File: src/rtl/con_pkg.sv
package con_pkg;
  localparam int DATA_W = 16;
  localparam int CHAR_W = 8;
  localparam int N_REG  = 4;
  localparam int REG_KSTAT = 0;
  localparam int REG_KDATA = 1;
  localparam int REG_DSTAT = 2;
  localparam int REG_DDATA = 3;
endpackage

File: src/rtl/con_addr_dec.sv
module con_addr_dec #(
  parameter int          ADDR_W = 16,
  parameter logic [15:0] BASE   = 16'hFE00,
  parameter int          STRIDE = 2,
  parameter int          N_REG  = 4
) (
  input  logic [ADDR_W-1:0] addr_i,
  output logic [N_REG-1:0]  sel_o
);
  for (genvar g = 0; g < N_REG; g++) begin : g_sel
    localparam logic [ADDR_W-1:0] REG_ADDR = ADDR_W'(BASE) + ADDR_W'(g * STRIDE);
    assign sel_o[g] = (addr_i == REG_ADDR);
  end
endmodule

File: src/rtl/con_kbd_port.sv
module con_kbd_port #(
  parameter int CHAR_W = 8
) (
  input  logic              clk_i,
  input  logic              rst_ni,
  input  logic              key_stb_i,
  input  logic [CHAR_W-1:0] key_code_i,
  input  logic              rd_i,
  output logic              ready_o,
  output logic [CHAR_W-1:0] char_o
);
  logic              ready_q;
  logic [CHAR_W-1:0] char_q;

  // ready doubles as the keyboard lock
  always_ff @(posedge clk_i or negedge rst_ni) begin
    if (!rst_ni) begin
      ready_q <= 1'b0;
      char_q  <= '0;
    end else if (rd_i && ready_q) begin
      ready_q <= 1'b0;
    end else if (key_stb_i && !ready_q) begin
      ready_q <= 1'b1;
      char_q  <= key_code_i;
    end
  end

  assign ready_o = ready_q;
  assign char_o  = char_q;

  AST_KBD_CAPTURE: assert property (@(posedge clk_i) disable iff (!rst_ni)
    key_stb_i && !ready_q |=> ready_q && char_q == $past(key_code_i));
  AST_KBD_LOCK: assert property (@(posedge clk_i) disable iff (!rst_ni)
    ready_q && !rd_i |=> ready_q && $stable(char_q));
  AST_KBD_RELEASE: assert property (@(posedge clk_i) disable iff (!rst_ni)
    rd_i && ready_q |=> !ready_q && $stable(char_q));
endmodule

File: src/rtl/con_dsp_port.sv
module con_dsp_port #(
  parameter int CHAR_W = 8
) (
  input  logic              clk_i,
  input  logic              rst_ni,
  input  logic              wr_i,
  input  logic [CHAR_W-1:0] wdata_i,
  input  logic              done_i,
  output logic              ready_o,
  output logic              valid_o,
  output logic [CHAR_W-1:0] char_o
);
  logic              ready_q;
  logic              valid_q;
  logic [CHAR_W-1:0] char_q;

  always_ff @(posedge clk_i or negedge rst_ni) begin
    if (!rst_ni) begin
      ready_q <= 1'b1;
      valid_q <= 1'b0;
      char_q  <= '0;
    end else begin
      valid_q <= 1'b0;
      if (ready_q) begin
        if (wr_i) begin
          ready_q <= 1'b0;
          valid_q <= 1'b1;
          char_q  <= wdata_i;
        end
      end else if (done_i) begin
        ready_q <= 1'b1;
      end
    end
  end

  assign ready_o = ready_q;
  assign valid_o = valid_q;
  assign char_o  = char_q;

  AST_DSP_ACCEPT: assert property (@(posedge clk_i) disable iff (!rst_ni)
    wr_i && ready_q |=> valid_q && !ready_q && char_q == $past(wdata_i));
  AST_DSP_PULSE: assert property (@(posedge clk_i) disable iff (!rst_ni)
    valid_q |=> !valid_q);
  AST_DSP_DONE: assert property (@(posedge clk_i) disable iff (!rst_ni)
    done_i && !ready_q |=> ready_q);
  AST_DSP_DROP: assert property (@(posedge clk_i) disable iff (!rst_ni)
    wr_i && !ready_q |=> !valid_q && $stable(char_q));
endmodule

File: src/rtl/console_mmio.sv
module console_mmio
  import con_pkg::*;
#(
  parameter int          ADDR_W = 16,
  parameter logic [15:0] BASE   = 16'hFE00,
  parameter int          STRIDE = 2
) (
  input  logic              clk_i,
  input  logic              rst_ni,
  input  logic [ADDR_W-1:0] bus_addr_i,
  input  logic              bus_rd_i,
  input  logic              bus_wr_i,
  input  logic [DATA_W-1:0] bus_wdata_i,
  output logic [DATA_W-1:0] bus_rdata_o,
  input  logic              key_stb_i,
  input  logic [CHAR_W-1:0] key_code_i,
  output logic              dsp_valid_o,
  output logic [CHAR_W-1:0] dsp_char_o,
  input  logic              dsp_done_i
);
  localparam int FLAG_BIT = DATA_W - 1;

  logic [N_REG-1:0]  sel;
  logic              kbd_ready, dsp_ready;
  logic [CHAR_W-1:0] kbd_char;

  con_addr_dec #(
    .ADDR_W(ADDR_W), .BASE(BASE), .STRIDE(STRIDE), .N_REG(N_REG)
  ) i_dec (
    .addr_i(bus_addr_i),
    .sel_o (sel)
  );

  con_kbd_port #(.CHAR_W(CHAR_W)) i_kbd (
    .clk_i     (clk_i),
    .rst_ni    (rst_ni),
    .key_stb_i (key_stb_i),
    .key_code_i(key_code_i),
    .rd_i      (bus_rd_i && sel[REG_KDATA]),
    .ready_o   (kbd_ready),
    .char_o    (kbd_char)
  );

  con_dsp_port #(.CHAR_W(CHAR_W)) i_dsp (
    .clk_i  (clk_i),
    .rst_ni (rst_ni),
    .wr_i   (bus_wr_i && sel[REG_DDATA]),
    .wdata_i(bus_wdata_i[CHAR_W-1:0]),
    .done_i (dsp_done_i),
    .ready_o(dsp_ready),
    .valid_o(dsp_valid_o),
    .char_o (dsp_char_o)
  );

  always_comb begin
    bus_rdata_o = '0;
    if (bus_rd_i) begin
      if (sel[REG_KSTAT]) bus_rdata_o[FLAG_BIT]   = kbd_ready;
      if (sel[REG_KDATA]) bus_rdata_o[CHAR_W-1:0] = kbd_char;
      if (sel[REG_DSTAT]) bus_rdata_o[FLAG_BIT]   = dsp_ready;
      if (sel[REG_DDATA]) bus_rdata_o[CHAR_W-1:0] = dsp_char_o;
    end
  end

  AST_IDLE_BUS_ZERO: assert property (@(posedge clk_i) disable iff (!rst_ni)
    !bus_rd_i |-> bus_rdata_o == '0);
  AST_RESERVED_ZERO: assert property (@(posedge clk_i) disable iff (!rst_ni)
    bus_rdata_o[FLAG_BIT-1:CHAR_W] == '0);
endmodule

File: config.mk
export PLATFORM = sky130hd
export DESIGN_NAME = console_mmio
export DESIGN_NICKNAME = d
export VERILOG_FILES = /design/src/rtl/con_pkg.sv /design/src/rtl/con_addr_dec.sv /design/src/rtl/con_kbd_port.sv /design/src/rtl/con_dsp_port.sv /design/src/rtl/console_mmio.sv
export SDC_FILE = /design/constraint.sdc
export NUM_CORES = 1
export LEC_CHECK = 0
export ABC_AREA = 1
export BUFFER_PORTS_ARGS = -buffer_cell sky130_fd_sc_hd__buf_2
export CORE_ASPECT_RATIO = 0.8
export CORE_UTILIZATION = 35
export DETAILED_ROUTE_END_ITERATION = 6
export GPL_ROUTABILITY_DRIVEN = 0
export PLACE_DENSITY = 0.72
export SYNTH_ARGS = -nofsm -noshare
export SYNTH_HDL_FRONTEND = slang
export SYNTH_SLANG_ARGS = --single-unit
File: constraint.sdc
create_clock -name clk_i -period 1.7 [get_ports clk_i]
set_clock_uncertainty 0.05 [all_clocks]
set_input_delay 0.255 -clock clk_i [delete_from_list [all_inputs] [get_ports clk_i]]
set_output_delay 0.255 -clock clk_i [all_outputs]
set_load 0.01 [all_outputs]
# == Word-level counts from Yosys, hierarchy flattened ==
# Cells that the tools add are included.
# Widths: inputs -> output; s select.
# op_classes
n_eq_ne,4
n_mux,13
bitwise_logic,1
n_reduce_logical,8
# op_table
op,count
$eq 16x16->1 const B,4
$mux 8,3
$mux 1,10
$logic_and 1x1->1,4
$reduce_and 2->1,2
$reduce_bool 2->1,1
$logic_not 1->1,1
$not 1->1,1
# totals
regBits,19
input_bits,46
output_inout_bits,25
wordCells,31

# == Longest topological paths before layout ==
# Gate-level depths: netlist (run 1).
# logic_depth
word_depth,5
depth_mapped,8

# == Cells and area by module ==
# A second synthesis (run 1) with hierarchy kept.
# hier_totals
cells_unflattened,156
hier_area_um2,1133.6
# modules_own_cells
module,n_inst,cells_per_inst,area_each_um2,seq_area_each_um2
con_dsp_port,1,40,407.9,251.5
con_kbd_port,1,37,356.6,225.2
console_mmio,1,44,225.2,0.0
con_addr_dec,1,35,143.9,0.0

# == Worst setup path before layout (run 1) ==
# Ideal clock, no wire load.
# synth_path
path_type,input-to-output
from,input bus_addr_i[8]
to,output bus_rdata_o[6]
arrival_ns,0.996
t_required_ns,1.395
path_slack_ns,0.399
stages,8
path_buffers,1
path_cell_list,inv_1 > nand2_1 > nor2_1 > nand2_2 > nor2_4 > buf_6 > nand3_1 > nand2_1
# synth_between
elab_chain_cells,4
# synth_lines
item,line_no,rtl
from (decl),console_mmio.sv:10,"input logic [ADDR_W-1:0] bus_addr_i,"
$eq 16x16->1,con_addr_dec.sv:12,assign sel_o[g] = (addr_i == REG_ADDR);
$mux 8,console_mmio.sv:59,if (sel[REG_KDATA]) bus_rdata_o[CHAR_W-1:0] = kbd_char;
$mux 8 *,console_mmio.sv:61,if (sel[REG_DDATA]) bus_rdata_o[CHAR_W-1:0] = dsp_char_o;
$mux 8 *,console_mmio.sv:57,if (bus_rd_i) begin
to (decl),console_mmio.sv:14,"output logic [DATA_W-1:0] bus_rdata_o,"
# Mark *: on every way between the ends. The rest lies on a longest branch, timed or not.

# == Worst setup path after layout (run 1) ==
# layout_path
from,register i_dsp.ready_q (netlist: i_dsp.ready_o)
to,output bus_rdata_o[15]
# layout_between
elab_chain_cells,2
# layout_lines
item,line_no,rtl
from (decl),con_dsp_port.sv:13,logic ready_q;
from (signal assigned),con_dsp_port.sv:19,ready_q <= 1'b1;
from (signal assigned),con_dsp_port.sv:26,ready_q <= 1'b0;
from (signal assigned),con_dsp_port.sv:31,ready_q <= 1'b1;
$mux 1,console_mmio.sv:60,if (sel[REG_DSTAT]) bus_rdata_o[FLAG_BIT] = dsp_ready;
$mux 1,console_mmio.sv:57,
# No other way between the ends.

==> results.yml, run 1 <==
setup_path:
  critPathCaptureType: "output pin"
  r2r_cells: 5
  crit_path_max_incr_delay_ns: 0.54
  crit_type: "flip-flop to output pin"
  cp.required_ns: 1.39
  path_cells: "nor2_1 > nor2_1 > nand2_1 > nor2_1 > buf_2"
  crit_slowest_cell: "dfstp_2"
  cp_data_arrival_time_ns: 1.21
  crit_top_cell: "nor2_1"
  critPathLaunchType: "flip-flop"
  reg2reg_slack_ns: 0.45
  rr_startpoint: "i_dsp.ready_o$_DFF_PN1_"
  crit_family: "flip-flops"
  r2r_end: "i_dsp.char_o[3]$_DFFE_PN0P_"
  critPathMaxFanout: 3
  path_buf_inv: 1
power:
  power.leakage_nw: 0.940
  vdd_drop_max_v: 0.000389
  p_per_area_nw_per_um2: 689
die:
  die_area_um2: 3640
  floorplan.initialDensity_pct: 37.7
  core_um2: 3150
  rows: 18
  chipHeight_um: 54.2
  ios: 71
  fp.dieW_um: 67.2
timing:
  setup-tns-final_ns: 0
  layout_worst_path_cycle_share_pct: 89.0
  fmax_mhz: 661
  finalHoldViolations: 0
  maxSlewViolCount: 0
  layout_min_cycle_time_ns: 1.51
  rsz0062_at_grt: "no"
  setup_violations: 0
min_path:
  hold_start: "bus_wdata_i[1]"
  hp-class: "input pin to flip-flop"
  min_to: "i_dsp.char_o[1]$_DFFE_PN0P_"
  holdPathStages: 3
clock_tree:
  htreeDepth: 1
  cts_setup_buffers: 0
  cts.sinks: 19
  numCtsBuffers: 3
  clock_path_buffers: 2
  cts_tree: "built"
  clk_latency_ns: 0.25
  root_buffer: "clkbuf_8"
  cts.clk_slew.worst_paths_ns: 0.07
route:
  routed_via_density: 4.33
  remaining_drc_errors: 0
  wl_per_cell_um: 9.86
  first_pass_iters: 4
  drtIter0Drc: 29
  ant_nets: 0
  vias: 1147
  drt_wl_total_mm: 2.61
yosys:
  ys_seq_area_share_pct: 40.1
  synth_area_um2: 1190
  ys_warn_count: 0
  yosysUniqueCellTypes: 21
  synth_top_cell_area_share_pct: 37.9
  synth-seq-cells: 19
  synth_area_leaders: "dfrtp_1, nand2_1, nand3_1"
  synth.avg_cell_area_um2: 7.13
  syn_inst: 167
  synth_top_cell_by_area: "dfrtp_1"
global_routing:
  grt_antenna_before_repair: 0
  grt_remaining_overflow: 0
  grt_pass1_vias: 1036
  grt_first_pass_wirelength_mm: 4.40
  grtUsageTotal_pct: 16.7
  grt_max_degree: 20
layout:
  fin_util_pct: 48.7
  fillCellCount: 335
  nets: 272
  drive_gt1_share_pct: 35.1
  areaGrowthSynthToFinish_pct: 29.1
  num_antenna_cells: 0
run:
  cap_violations: 0
place:
  io_buffers: 55
  dp_hpwl_mm: 2.11
outcome:
  run_status: "finished, final reports clean"
## metrics by stage
step	instances	power, mW	hold WS (ns)	cell area [µm²]	setup WS (ns)
2_1_floorplan	173	0.693	-0.0906	1210	0.399
3_3_place_gp	260	0.754	0.163	1480	0.127
4_1_cts	265	1.07	0.175	1530	0.114
5_1_grt	265	1.14	0.172	1540	0.0327
3_5_place_dp	260	0.763	0.168	1480	0.115
6_report	265	1.06	0.175	1540	0.187
## power breakdown
group | total, mW | leakage [nW] | internal (mW) | switching, mW
Clock | 0.306 | 0.0228 | 0.166 | 0.139
Combinational | 0.218 | 0.684 | 0.0939 | 0.124
Sequential | 0.535 | 0.233 | 0.517 | 0.0188
## cell usage in the layout, fill, tap and decap left out, drive strengths merged
master and n:
nand2 47, dfrtp 18, inv 20, conb 7
nand4 1, mux2 1, buf 58, nand3 25
clkbuf 4, dfstp 1, a21oi 8, clkinv 1
or2 1, dlygate4sd3 1, nor2 32
## tightest hold or removal path, stage by stage
cell,delay (ns)
buf_2,0.08
nand3_1,0.06
nand2_1,0.06
## area by class of cell
type / count / area (µm²) / area share (%)
clock buffer: 4 / 45.0 / 2.93
inverter: 21 / 78.8 / 5.13
multi-input combinational: 122 / 578 / 37.6
sequential: 19 / 477 / 31.0
tap: 40 / 50.0 / 3.26
timing repair buffer: 59 / 308 / 20.0
## synthesized netlist by cell type
cell	number
dfstp_2	1
mux2_2	1
nand3_1	24
nand2_1	43
nand3_4	1
clkinv_1	1
nor2_2	3
buf_6	1
dfrtp_1	18
inv_1	16
buf_4	9
nor2_1	26
or2_2	1
buf_2	1
conb_1	1
nand4_1	1
a21oi_1	8
nor2_8	1
inv_2	4
nand2_2	4
nor2_4	2
## state kept, by name (all words and copies together), names as in the netlist
register,count
i_dsp.char_o,8
i_dsp.ready_o,1
i_dsp.valid_o,1
i_kbd.char_o,8
i_kbd.ready_o,1
## how the worst max path moves through the flow
| stage | cells past startpoint | slack [ns] | startpoint | endpoint |
|---|---|---|---|---|
| CTS | 9 | 0.11 | bus_addr_i[8] | bus_rdata_o[6] |
| global route | 9 | 0.03 | bus_addr_i[8] | bus_rdata_o[6] |
| floorplan | 8 | 0.40 | bus_addr_i[8] | bus_rdata_o[6] |
| detailed placement | 9 | 0.12 | bus_addr_i[8] | bus_rdata_o[6] |
| global placement | 9 | 0.13 | bus_addr_i[8] | bus_rdata_o[2] |
| finish | 5 | 0.19 | i_dsp.ready_o$_DFF_PN1_ | bus_rdata_o[15] |
## logic make-up after synthesis
kind of cell	count (synthesis)	share of synthesized area (%)
buffers and inverters	32	13.7
multiplexers	1	0.946
flip-flops	19	40.1
AO/OA/AOI/OAI	8	3.37
other	1	0.315
AND/OR/NAND/NOR	106	41.6
## per-layer routing
metal,up-vias,wire length [µm],track usage (%),share of wire (%)
met3,5,159,5.08,6.1
li1,618,-,-,-
met2,29,1230,27.8,47
met4,0,29,5.32,1.1
met5,-,0,0,0
met1,495,1190,20.5,46
## repair_timing
item / 4_1_cts / 5_1_grt
hold buffers: 1 / 0
gates resized for setup: 0 / 1
endpoints found under the hold margin: 18 / 0
endpoints found under the setup margin: 0 / 6
Power figures use the tool's default switching activity.
==> inputs of run 2 (changes only) <==
--- a/config.mk
+++ b/config.mk
@@ -7,11 +7,15 @@
 export LEC_CHECK = 0
 export ABC_AREA = 1
 export BUFFER_PORTS_ARGS = -buffer_cell sky130_fd_sc_hd__buf_2
+export CELL_PAD_IN_SITES_DETAIL_PLACEMENT = 1
+export CELL_PAD_IN_SITES_GLOBAL_PLACEMENT = 1
 export CORE_ASPECT_RATIO = 0.8
-export CORE_UTILIZATION = 35
+export CORE_MARGIN = 4
+export CORE_UTILIZATION = 31
+export CTS_BUF_LIST = sky130_fd_sc_hd__clkbuf_16
 export DETAILED_ROUTE_END_ITERATION = 6
 export GPL_ROUTABILITY_DRIVEN = 0
-export PLACE_DENSITY = 0.72
+export PLACE_DENSITY = 0.9
 export SYNTH_ARGS = -nofsm -noshare
 export SYNTH_HDL_FRONTEND = slang
 export SYNTH_SLANG_ARGS = --single-unit
==> run 2 against run 1 <==
Register-to-register slack worse by 0.02 ns. First-iteration DRC count is 34% higher. Cell count is 1.9% higher. Via count is 7.2% higher. Maximum frequency is 4.9% lower. Core utilization is 4.0 points lower. Count of clock-buffer cells in the layout is 1 lower. Wire length is 39% higher. Critical path type is now input pin to output pin. Critical endpoint is now bus_rdata_o[1]. Largest power group unchanged.
==> results.yml, run 2 (synthesis results as in run 1) <==
outcome:
  run_status: "finished, final reports clean"
place:
  place_inst: 262
  dp_hpwl_mm: 2.84
  io_buffers: 55
clock_tree:
  cts.sinks: 19
  root_buffer: "clkbuf_16"
  numCtsBuffers: 3
  clk_latency_ns: 0.25
  cts_tree: "built"
  cts.clk_slew.worst_paths_ns: 0.05
  htreeDepth: 1
  clock_path_buffers: 2
power:
  p_per_area_nw_per_um2: 785
  power_mw: 1.25
  power.leakage_nw: 0.974
  vdd_drop_max_v: 0.000345
timing:
  layout_min_cycle_time_ns: 1.59
  fmax_mhz: 629
  setup_violations: 0
  maxSlewViolCount: 0
  setup-tns-final_ns: 0
  whs_ns: 0.184
  layout_worst_path_cycle_share_pct: 93.6
  finalHoldViolations: 0
die:
  die_area_um2: 4900
  core_um2: 3570
  floorplan.initialDensity_pct: 33.4
  ios: 71
  chipHeight_um: 63.4
  rows: 19
  fp.dieW_um: 77.3
layout:
  num_antenna_cells: 0
  finalNonFillerCells: 270
  nets: 275
  drive_gt1_share_pct: 36.4
  fin_util_pct: 44.8
  layout_common_cells: "buf_2, nand2_1, nor2_1, nand3_1, dfrtp_1"
  final_common_cell: "buf_2"
  areaGrowthSynthToFinish_pct: 34.2
route:
  first_pass_iters: 4
  routed_via_density: 4.56
  vias: 1230
  drtIter0Drc: 39
  ant_nets: 0
  remaining_drc_errors: 0
  wl_per_cell_um: 13.5
  drt_wl_total_mm: 3.63
setup_path:
  path_cells: "buf_2 > inv_2 > nand2_1 > nor2_2 > nand2_2 > nor2_4 > nand3_1 > nand2_1 > buf_2"
  critPathMaxFanout: 11
  crit_slowest_cell: "nor2_4"
  crit_path_max_incr_delay_ns: 0.23
  cp.required_ns: 1.39
  critPathLaunchType: "input pin"
  cp_data_arrival_time_ns: 1.29
  crit_type: "input pin to output pin"
  critPathCaptureType: "output pin"
global_routing:
  grt_first_pass_wirelength_mm: 6.09
  grt_antenna_before_repair: 0
  grt_remaining_overflow: 0
  grt_pass1_vias: 1312
  grtUsageTotal_pct: 15.6
  grt_max_degree: 20
min_path:
  hp-class: "input pin to flip-flop"
run:
  cap_violations: 0
## run 2: power breakdown
group | internal (mW) | switching, mW | leakage (nW)
logic | 0.0942 | 0.132 | 0.700
clock network | 0.315 | 0.170 | 0.0409
registers | 0.518 | 0.0234 | 0.233
total | 0.927 | 0.325 | 0.974
## run 2: routing by layer
layer  global-route usage [%]  share of wire (%)  up-vias
met1                     17.4                 42      568
met5                        0                  0        -
met3                     4.70                5.6        4
met4                     4.00               0.69        0
met2                     28.8                 52       34
li1                         -                  -      624
## run 2: final timing paths
kind	start	to	slack, ns	cells after the start
hold reg to reg	i_kbd.ready_o$_DFFE_PN0P_	i_kbd.ready_o$_DFFE_PN0P_	0.44	2
max in group asynchronous	rst_ni	i_dsp.ready_o$_DFF_PN1_	0.82	2
setup / recovery	bus_addr_i[3]	bus_rdata_o[1]	0.11	9
min in group asynchronous	rst_ni	i_kbd.char_o[2]$_DFFE_PN0P_	0.44	2
hold / removal	bus_wdata_i[7]	i_dsp.char_o[7]$_DFFE_PN0P_	0.18	3
setup reg to reg	i_dsp.ready_o$_DFF_PN1_	i_dsp.char_o[5]$_DFFE_PN0P_	0.43	5
## run 2: stage by stage
step                      setup slack, ns  instance area (µm²)
after detailed placement           0.0670                 1480
after CTS                          0.0179                 1570
after global placement              0.109                 1480
after global routing             -0.00927                 1600
after floorplan                     0.399                 1210
final                               0.109                 1600
## run 2: cell type report
class / instances / area, µm²
fillers: 485 / 1970
multi-input cells: 122 / 578
well taps: 42 / 52.6
inverters: 21 / 78.8
repair buffers: 62 / 330
clock inverters: 1 / 5.00
flip-flops and latches: 19 / 477
clock buffers: 3 / 75.1
## run 2: repair_timing
item	4_1_cts	5_1_grt
hold endpoints to repair	18	0
hold buffers	1	0
setup endpoints to repair	0	8
gates resized for setup	0	1
buffers inserted	0	3
## run 2: critical path, delay by kind of cell
kind	cells	cell delay, ns
AND/OR/NAND/NOR	6	0.71
buffers and inverters	3	0.31
==> inputs of run 3 (changes only) <==
--- a/config.mk
+++ b/config.mk
@@ -6,16 +6,16 @@
 export NUM_CORES = 1
 export LEC_CHECK = 0
 export ABC_AREA = 1
-export BUFFER_PORTS_ARGS = -buffer_cell sky130_fd_sc_hd__buf_2
 export CELL_PAD_IN_SITES_DETAIL_PLACEMENT = 1
 export CELL_PAD_IN_SITES_GLOBAL_PLACEMENT = 1
 export CORE_ASPECT_RATIO = 0.8
 export CORE_MARGIN = 4
-export CORE_UTILIZATION = 31
+export CORE_UTILIZATION = 35
 export CTS_BUF_LIST = sky130_fd_sc_hd__clkbuf_16
 export DETAILED_ROUTE_END_ITERATION = 6
+export DONT_BUFFER_PORTS = 1
 export GPL_ROUTABILITY_DRIVEN = 0
-export PLACE_DENSITY = 0.9
+export PLACE_DENSITY = 0.73
 export SYNTH_ARGS = -nofsm -noshare
 export SYNTH_HDL_FRONTEND = slang
 export SYNTH_SLANG_ARGS = --single-unit
==> run 3 against run 2 <==
Design area fell by 20%. Largest cell class unchanged. Critical path type unchanged. Non-clock buffer count fell by 60. Highest routed layer unchanged. Via count fell by 18%. First-iteration DRC count rose by 7.7%. Setup slack improved by 0.13 ns.
==> results.yml, run 3 (synthesis results as in run 1) <==
outcome:
  run_status: "finished, final reports clean"
layout:
  final_common_cell: "nand2_1"
  finalNonFillerCells: 208
  multi_input_area_um2: 573
  fillCellCount: 410
  areaGrowthSynthToFinish_pct: 7.15
  nets: 215
  num_antenna_cells: 0
  drive_gt1_share_pct: 13.1
  stdcell_area_um2: 1270
  layout_common_cells: "nand2_1, nor2_1, nand3_1, dfrtp_1, inv_1"
  seq_area_um2: 477
timing:
  finalHoldViolations: 0
  setup-tns-final_ns: 0
  relSlewSlack_pct: 39.3
  worstMarginPinSlew_ns: 0.908
  maxSlewViolCount: 0
  setup_slack_ns: 0.240
  setup_violations: 0
  layout_min_cycle_time_ns: 1.46
  rsz0062_at_grt: "no"
  layout_worst_path_cycle_share_pct: 85.9
  fmax_mhz: 685
clock_tree:
  root_buffer: "clkbuf_16"
  clock_path_buffers: 2
  cts.sinks: 19
  cts.clk_slew.worst_paths_ns: 0.05
  cts_tree: "built"
  htreeDepth: 1
  numCtsBuffers: 3
  post_cts_resized: 0
  clk_latency_ns: 0.25
route:
  vias: 1004
  first_pass_iters: 4
  routed_via_density: 4.83
  ant_nets: 0
  drt_wl_total_mm: 3.15
  wl_per_cell_um: 15.2
  remaining_drc_errors: 0
  drtIter0Drc: 42
power:
  pwr-share-clk_pct: 39.4
  power_switching_mw: 0.294
  combPwrFrac_pct: 15.3
  vdd_drop_max_v: 0.000676
  swShare_pct: 24.8
  p_int_mw: 0.894
  p_per_area_nw_per_um2: 932
  power.leakage_nw: 0.702
  seqPwrFrac_pct: 45.4
global_routing:
  grt_remaining_overflow: 0
  use_met1_pct: 19.2
  grtUsageMet3_pct: 4.54
  grt_antenna_before_repair: 0
  grtUsageTotal_pct: 15.8
  grt_first_pass_wirelength_mm: 5.29
  gr-usage-met2_pct: 28.3
  grt_max_degree: 20
  grt_pass1_vias: 1068
  busiest_layer: "met2"
place:
  dp_hpwl_mm: 2.57
  place_inst: 203
  placed_cell_area_um2: 1190
  io_buffers: 0
  preCtsSetupSlack_ns: 0.219
setup_path:
  critPathCaptureType: "output pin"
  crit_type: "input pin to output pin"
  cp_data_arrival_time_ns: 1.16
  cp.required_ns: 1.39
  critPathMaxFanout: 16
  critPathLaunchType: "input pin"
die:
  chipHeight_um: 60.2
  floorplan.initialDensity_pct: 37.5
  core_um2: 3180
  fp.dieW_um: 73.2
  rows: 18
  die_area_um2: 4400
  ios: 71
min_path:
  hp-class: "input pin to flip-flop"
run:
  cap_violations: 0
==> run 3: cell types whose count changed in the layout (fill, tap and decap cells not counted), sizes merged <==
cell	previous run	this run
buf	61	1
inv	20	21
clkinv	2	1
==> run 3: power groups by stage <==
stage	Sequential, mW	Combinational, mW	Clock [mW]
floorplan	0.539	0.154	0
global placement	0.543	0.159	0
detailed placement	0.547	0.169	0
CTS	0.540	0.182	0.477
global route	0.548	0.215	0.501
finish	0.539	0.181	0.468
==> run 3: layer usage <==
metal | vias up | part of all wire, %
met2 | 34 | 51
met3 | 2 | 6.4
met1 | 466 | 42
met4 | 0 | 0.41
met5 | - | 0
li1 | 502 | -
==> run 3: layout make-up <==
| cell class | count | area share, % |
|---|---|---|
| clock inverter | 1 | 0.294 |
| sequential | 19 | 37.4 |
| multi-input combinational | 122 | 44.9 |
| inverter | 21 | 6.18 |
| tap | 40 | 3.93 |
| timing repair buffer | 2 | 1.37 |
| clock buffer | 3 | 5.89 |
==> run 3: worst paths after layout <==
path / start / end / slack (ns) / cells after the start
max in group asynchronous: rst_ni / i_kbd.char_o[4]$_DFFE_PN0P_ / 0.51 / 1
min in group asynchronous: rst_ni / i_dsp.char_o[6]$_DFFE_PN0P_ / 0.54 / 1
min: bus_wdata_i[5] / i_dsp.char_o[5]$_DFFE_PN0P_ / 0.10 / 2
max reg2reg: i_dsp.ready_o$_DFF_PN1_ / i_dsp.char_o[2]$_DFFE_PN0P_ / 0.44 / 5
max: bus_addr_i[8] / bus_rdata_o[0] / 0.24 / 7
min reg2reg: i_kbd.ready_o$_DFFE_PN0P_ / i_kbd.ready_o$_DFFE_PN0P_ / 0.44 / 2
==> run 3: worst max-delay path: stages <==
cell and delay (ns):
inv_1 0.03, nand2_1 0.04, nor2_1 0.10, nand2_2 0.11, nor2_4 0.32, nand3_1 0.14, nand2_1 0.15
==> run 3: what timing repair did <==
action,CTS,global route
endpoints found under the setup margin,0,0
buffers inserted,0,0
endpoints found under the hold margin,19,0
hold buffers,1,0
==> run 3: stage by stage <==
stage	hold slack, ns	util, %	power [mW]
2_1_floorplan	-0.0906	-	0.693
6_report	0.101	40.1	1.19
4_1_cts	0.102	40.1	1.20
3_3_place_gp	-0.0900	37.4	0.702
3_5_place_dp	-0.0900	37.4	0.716
5_1_grt	0.103	40.1	1.26
